## config.mk

```make
export PLATFORM = sky130hd
export DESIGN_NAME = intx_irq_router
export DESIGN_NICKNAME = d
export VERILOG_FILES = /design/src/rtl/intx_router_pkg.sv /design/src/rtl/route_regfile.sv /design/src/rtl/level_matrix.sv /design/src/rtl/intx_irq_router.sv
export SDC_FILE = /design/constraint.sdc
export NUM_CORES = 1
export LEC_CHECK = 0
export ABC_AREA = 0
export BUFFER_PORTS_ARGS = -buffer_cell sky130_fd_sc_hd__buf_4
export CAP_MARGIN = 30
export CORE_ASPECT_RATIO = 1.75
export CORE_UTILIZATION = 55
export DETAILED_ROUTE_END_ITERATION = 7
export PLACE_DENSITY = 0.82
export SYNTH_ARGS = -nofsm -noshare
export SYNTH_HDL_FRONTEND = slang
export SYNTH_SLANG_ARGS = --single-unit
```

## constraint.sdc

```tcl
create_clock -name clk -period 9.16 [get_ports clk]
set_clock_uncertainty 0.05 [all_clocks]
set_input_delay 1.832 -clock clk [delete_from_list [all_inputs] [get_ports clk]]
set_output_delay 1.832 -clock clk [all_outputs]
set_load 0.1 [all_outputs]
```

## src/rtl/intx_router_pkg.sv

```systemverilog
package intx_router_pkg;
    localparam int unsigned BYTE_W = 8;
    typedef logic [BYTE_W-1:0] route_byte_t;
    localparam route_byte_t ROUTE_RESET = 8'h80;
endpackage

```

## src/rtl/route_regfile.sv

```systemverilog
module route_regfile
    import intx_router_pkg::*;
#(
    parameter int unsigned NUM_PINS  = 4,
    parameter int unsigned NUM_IRQ   = 16,
    parameter int unsigned ADDR_W    = 8,
    parameter int unsigned MAX_BYTES = 4,
    parameter logic [ADDR_W-1:0] BASE = 8'h60,
    localparam int unsigned IRQ_W = $clog2(NUM_IRQ),
    localparam int unsigned LEN_W = $clog2(MAX_BYTES + 1)
) (
    input  logic                        clk,
    input  logic                        rst_n,
    input  logic [ADDR_W-1:0]           cfg_addr,
    input  logic [MAX_BYTES*BYTE_W-1:0] cfg_wdata,
    input  logic [LEN_W-1:0]            cfg_wlen,
    input  logic                        cfg_we,
    input  logic                        cfg_re,
    output logic [BYTE_W-1:0]           cfg_rdata,
    output logic                        rebuild_o,
    output logic [NUM_PINS-1:0]         route_en_o,
    output logic [NUM_PINS-1:0][IRQ_W-1:0] route_irq_o
);
    typedef struct packed {
        logic [NUM_PINS-1:0][BYTE_W-1:0] route;
        logic                            rebuild;
        logic [BYTE_W-1:0]               rdata;
    } regs_t;

    regs_t r_d, r_q;

    always_comb begin
        logic [ADDR_W:0] slot;
        r_d         = r_q;
        r_d.rebuild = 1'b0;
        for (int p = 0; p < NUM_PINS; p++) begin
            slot = {1'b0, BASE} + (ADDR_W+1)'(p);
            if (cfg_we) begin
                for (int k = 0; k < MAX_BYTES; k++) begin
                    if (({1'b0, cfg_addr} + (ADDR_W+1)'(k) == slot) &&
                        (LEN_W'(k) < cfg_wlen)) begin
                        r_d.route[p] = cfg_wdata[k*BYTE_W +: BYTE_W];
                        r_d.rebuild  = 1'b1;
                    end
                end
            end
        end
        if (cfg_re) begin
            r_d.rdata = '0;
            for (int p = 0; p < NUM_PINS; p++) begin
                if ({1'b0, cfg_addr} == {1'b0, BASE} + (ADDR_W+1)'(p))
                    r_d.rdata = r_q.route[p];
            end
        end
    end

    always_ff @(posedge clk) begin
        if (!rst_n) begin
            r_q.route   <= {NUM_PINS{ROUTE_RESET}};
            r_q.rebuild <= 1'b0;
            r_q.rdata   <= '0;
        end else begin
            r_q <= r_d;
        end
    end

    assign cfg_rdata = r_q.rdata;
    assign rebuild_o = r_q.rebuild;

    for (genvar p = 0; p < NUM_PINS; p++) begin : g_status
        assign route_en_o[p]  = (r_q.route[p] < BYTE_W'(NUM_IRQ));
        assign route_irq_o[p] = route_en_o[p] ? r_q.route[p][IRQ_W-1:0] : '0;
    end

    AST_RDATA_HOLD: assert property (@(posedge clk) disable iff (!rst_n)
        !$past(cfg_re) |-> $stable(cfg_rdata)) else $error("rdata moved");
endmodule

```

## src/rtl/level_matrix.sv

```systemverilog
module level_matrix #(
    parameter int unsigned NUM_PINS = 4,
    parameter int unsigned NUM_IRQ  = 16,
    localparam int unsigned IRQ_W = $clog2(NUM_IRQ)
) (
    input  logic                           clk,
    input  logic                           rst_n,
    input  logic [NUM_PINS-1:0]            pirq_i,
    input  logic [NUM_PINS-1:0]            route_en_i,
    input  logic [NUM_PINS-1:0][IRQ_W-1:0] route_irq_i,
    input  logic                           rebuild_i,
    output logic [NUM_IRQ-1:0]             irq_o
);
    typedef struct packed {
        logic [NUM_PINS-1:0][NUM_IRQ-1:0] mat;
        logic [NUM_PINS-1:0]              lvl;
        logic [NUM_IRQ-1:0]               irq;
    } mstate_t;

    mstate_t m_d, m_q;

    always_comb begin
        m_d     = m_q;
        m_d.lvl = pirq_i;
        if (rebuild_i) begin
            m_d.mat = '0;
            for (int p = 0; p < NUM_PINS; p++)
                if (route_en_i[p])
                    m_d.mat[p][route_irq_i[p]] = pirq_i[p];
        end else begin
            for (int p = 0; p < NUM_PINS; p++)
                if (route_en_i[p] && (pirq_i[p] != m_q.lvl[p]))
                    m_d.mat[p][route_irq_i[p]] = pirq_i[p];
        end
        m_d.irq = '0;
        for (int p = 0; p < NUM_PINS; p++)
            m_d.irq = m_d.irq | m_d.mat[p];
    end

    always_ff @(posedge clk) begin
        if (!rst_n) m_q <= '0;
        else        m_q <= m_d;
    end

    assign irq_o = m_q.irq;

    for (genvar p = 0; p < NUM_PINS; p++) begin : g_row_chk
        AST_ONE_IRQ_PER_PIN: assert property (@(posedge clk) disable iff (!rst_n)
            $onehot0(m_q.mat[p])) else $error("pin on two IRQs");
    end

    for (genvar n = 0; n < NUM_IRQ; n++) begin : g_irq_chk
        AST_RISE_NEEDS_PIN: assert property (@(posedge clk) disable iff (!rst_n)
            $rose(irq_o[n]) |-> $past(|pirq_i)) else $error("irq rose alone");
    end

    AST_IRQ_CAUSED: assert property (@(posedge clk) disable iff (!rst_n)
        !$stable(irq_o) |-> $past(rebuild_i || (pirq_i != m_q.lvl)))
        else $error("irq moved without cause");

    AST_DISABLED_SILENT: assert property (@(posedge clk) disable iff (!rst_n)
        ($past(rebuild_i) && (route_en_i == '0) && ($past(route_en_i) == '0))
        |-> (irq_o == '0)) else $error("disabled pins drive irq");
endmodule

```

## src/rtl/intx_irq_router.sv

```systemverilog
module intx_irq_router
    import intx_router_pkg::*;
#(
    parameter int unsigned NUM_PINS  = 4,
    parameter int unsigned NUM_IRQ   = 16,
    parameter int unsigned ADDR_W    = 8,
    parameter int unsigned MAX_BYTES = 4,
    parameter logic [ADDR_W-1:0] BASE = 8'h60,
    localparam int unsigned IRQ_W = $clog2(NUM_IRQ),
    localparam int unsigned LEN_W = $clog2(MAX_BYTES + 1)
) (
    input  logic                        clk,
    input  logic                        rst_n,
    input  logic [NUM_PINS-1:0]         pirq_i,
    input  logic [ADDR_W-1:0]           cfg_addr,
    input  logic [MAX_BYTES*BYTE_W-1:0] cfg_wdata,
    input  logic [LEN_W-1:0]            cfg_wlen,
    input  logic                        cfg_we,
    input  logic                        cfg_re,
    output logic [BYTE_W-1:0]           cfg_rdata,
    output logic [NUM_IRQ-1:0]          irq_o,
    output logic [NUM_PINS-1:0]         route_en_o,
    output logic [NUM_PINS*IRQ_W-1:0]   route_irq_o
);
    logic                           rebuild;
    logic [NUM_PINS-1:0][IRQ_W-1:0] route_irq;

    route_regfile #(
        .NUM_PINS(NUM_PINS), .NUM_IRQ(NUM_IRQ), .ADDR_W(ADDR_W),
        .MAX_BYTES(MAX_BYTES), .BASE(BASE)
    ) u_regs (
        .clk(clk), .rst_n(rst_n), .cfg_addr(cfg_addr), .cfg_wdata(cfg_wdata),
        .cfg_wlen(cfg_wlen), .cfg_we(cfg_we), .cfg_re(cfg_re),
        .cfg_rdata(cfg_rdata), .rebuild_o(rebuild),
        .route_en_o(route_en_o), .route_irq_o(route_irq)
    );

    level_matrix #(.NUM_PINS(NUM_PINS), .NUM_IRQ(NUM_IRQ)) u_mat (
        .clk(clk), .rst_n(rst_n), .pirq_i(pirq_i), .route_en_i(route_en_o),
        .route_irq_i(route_irq), .rebuild_i(rebuild), .irq_o(irq_o)
    );

    assign route_irq_o = route_irq;
endmodule

```

==> summary.md <==
| Metric | Value |
|---|---|
| Fillers | between 1000 and 1500 |
| Detailed Routing Iterations Pass 1 | 7 |
| Area grow syn2layout | 15.2% |
| Largest family of logic cells by synthesized area | simple AND/OR/NAND/NOR gates |
| Ys Warns | 0 |
| CORE AREA | 13400 sq um |
| Min-delay worst type | reg -> reg |
| Final Cell Area | a little under 9000 sq um |
| Vias per inst | between 6 and 7 |
| Detailed router's first-iteration violation count | between 600 and 700 |
| H-tree levels | 4 |
| Number of I/O port buffers | 94 |
| Synth area leaders | dfxtp_1 (33%), mux2i_1 (11%), nor2_1 (7.2%) |
| CP startpoint kind | input pin |
| Run status | finished, final reports clean |
| CTS Buf Count | 17 |
| Post-synth ARST share | 0% |
| Slew Limit Fails | 0 |
| Layout cell share with drive strength beyond 1 | 18.4% |
| Die span in x | 90.5 um |
| Initial antenna violation count | 0 |
| Post-synthesis instance total | 885 |
| # IOs | 95 |
| Ys flop type | dfxtp_1 |
| Power Dens Cells | 154 nW/um^2 |
| Hpwl dp | 17.5 mm |
| Clock Pin Slew Worst Setup and Hold Paths | 60 ps |
| Endpoints failing setup | 0 |
| Crit path capture type | flip-flop |
| Mux share of post-synthesis cell area | between 10% and 20% |
| Hold Fails Final Rpt | 0 |
| Routed Antenna Nets | 0 |
| Largest net degree at the start of global routing | 94 |
| Row cnt | 56 |
| CP max FO | 20 |
| Wire per inst | approximately 22 um |
| Max IR drop VDD | about 0.00012 V |
| DR vias | 7345 |
| Post-CTS Setup Inserts | 0 |
| Post-synthesis average cell area | 8.52 sq um |
| Clock latency on the worst-skew pair | 420 ps |
| DRT Wirelength | 24.1 mm |
| DIE HEIGHT | 157 um |
| Sink Count | 125 |
| Synth Area in Compound Gates | 20.9% |
| Max frequency | ~230 MHz |
| GPL Wtd Cong | 1.03 |
| Fin crit share | roughly 48% |
| Post-Synth XOR/XNOR Area | less than 1% |
| Seq/Total Area, Yosys | roughly a third |
| WS Path Type | in -> reg |
| Synth Register Bits | 125 |
| Setup TNS | 0 ps |
| Vias in the first global route | 6994 |
| Max Cap Violations | 0 |
| P_leak | 0.00337 uW |
| Post-synth top area cell | dfxtp_1 |
| Slew headroom | between 20 and 30% |
| Syn Std Cell Area | 7540 sq um |
| Slowest cell on crit path | a2111oi_4 |
| GRT Total Usage | 34.0% |
| Diodes inserted | 0 |
| Layout Utilization | between 60% and 70% |
| Arrival time of the worst setup path | 4690 ps |
| Simple-gate area share of the yosys netlist | a little under a quarter |
| Fin crit period | approximately 4400 ps |
| Overall Power | 1340 uW |
| Max clock buf depth | 2 |
| CTS Hold Buffers Added | 0 |
| Synth unique cells | 77 |
| Total congestion overflow | 0 |
| RSZ-0062 raised after global routing | no |
| CTS tree | yes |
| Nets | roughly 980 |
| Worst path required time | approximately 9400 ps |
| EDFF count, synth | 0 |
| Worst Max-Slew Pin Slew | about 1100 ps |
| Crit path cell chain | buf_4 -> inv_1 -> ha_1 -> a21o_1 -> or3_1 -> a31o_2 -> a2111oi_4 -> o41a_4 -> nor2_1 -> a311oi_1 |
| Global-route wire length before repair | 37.0 mm |
| Cts repair resizes | 0 |
| DRC viols | 0 |
| Syn Nets | around 940 |
| Most frequent cells in the layout | nor2_1 (145), dfxtp_1 (124), buf_4 (102) |
| Dpl cell area | 8070 sq um |
| Post-synth top area share | 33.2% |
| Synth Area in Adders | 0.332% |
| Max incr delay on CP | 730 ps |
| CTS Root Cell | clkbuf_16 |
| Most common cell after layout, fill and taps aside | nor2_1 |
| Die ar. | 14200 sq um |
| Starting Density | a little under three fifths |
-- path summary, 6_finish.rpt --
kind	start	to	slack, ps	cells after the start
max reg2reg	u_regs.r_q[29]	u_mat.irq_o[14]	6330	8
min	u_regs.cfg_rdata[4]	u_regs.cfg_rdata[4]	420	2
min reg2reg	u_regs.cfg_rdata[4]	u_regs.cfg_rdata[4]	420	2
max	cfg_addr[1]	u_regs.r_q[12]	4740	10
-- cells by family after synthesis --
logic type,after synthesis
XOR/XNOR,5
AO/OA/AOI/OAI,200
adder cells (fa/ha/maj),2
multiplexers,101
flip-flops,125
buffers and inverters,96
AND/OR/NAND/NOR,356
-- cells in the mapped netlist (all sizes together) (7+ instances only) --
cell / n
o2bb2ai: 15
nor2: 146
inv: 15
and2: 31
o22ai: 13
nand3b: 10
a31oi: 9
nand4: 7
a41oi: 10
clkbuf: 46
nand2b: 16
a21oi: 22
o21ai: 22
dfxtp: 125
nor3: 14
nand3: 26
buf: 35
a2bb2oi: 10
a222oi: 14
nand2: 63
a21o: 9
nor4: 8
a211o: 7
a311oi: 7
o22a: 30
mux4: 8
mux2: 8
mux2i: 85
-- where the power goes --
group / total, uW / internal (uW) / switching, uW
clock network: 699 / 451 / 248
registers: 547 / 546 / 1.81
logic: 90.9 / 32.7 / 58.2
total: 1340 / 1030 / 308
-- through the flow --
step	hold slack [ps]	worst slack, ps	std cells
after floorplan	382	4420	885
after global placement	410	4490	1079
after detailed placement	422	4370	1079
after CTS	430	4820	1110
after global routing	451	4560	1111
final	424	4740	1111
-- per-layer routing --
| layer | up-vias | track usage [%] | wire (um) |
|---|---|---|---|
| met2 | 454 | 60.7 | 11900 |
| met5 | - | 0 | 0 |
| met4 | 0 | 30.5 | 2370 |
| li1 | 3324 | - | - |
| met1 | 3409 | 32.4 | 8040 |
| met3 | 158 | 7.48 | 1710 |
-- final cells by class --
type	count	area [sq um]	area share [%]
tap	174	218	2.51
clock inverter	12	171	1.97
timing repair buffer	102	766	8.82
clock buffer	19	433	4.98
sequential	125	2500	28.8
inverter	15	56.3	0.648
multi-input combinational	664	4540	52.2
-- worst max-delay path, delay by kind of cell --
family	cells	cell delay [ps]
and+or+nand+nor	2	380
AOI/OAI and AO/OA	5	1870
adders and majority gates	1	230
buffers and inverters	2	370
-- state kept, by name, indices dropped and copies added, names as in the netlist --
name / flops
u_regs.rebuild_o: 1
u_mat.irq_o: 16
u_mat.m_q: 68
u_regs.cfg_rdata: 8
u_regs.r_q: 32
Power figures use the tool's default switching activity.
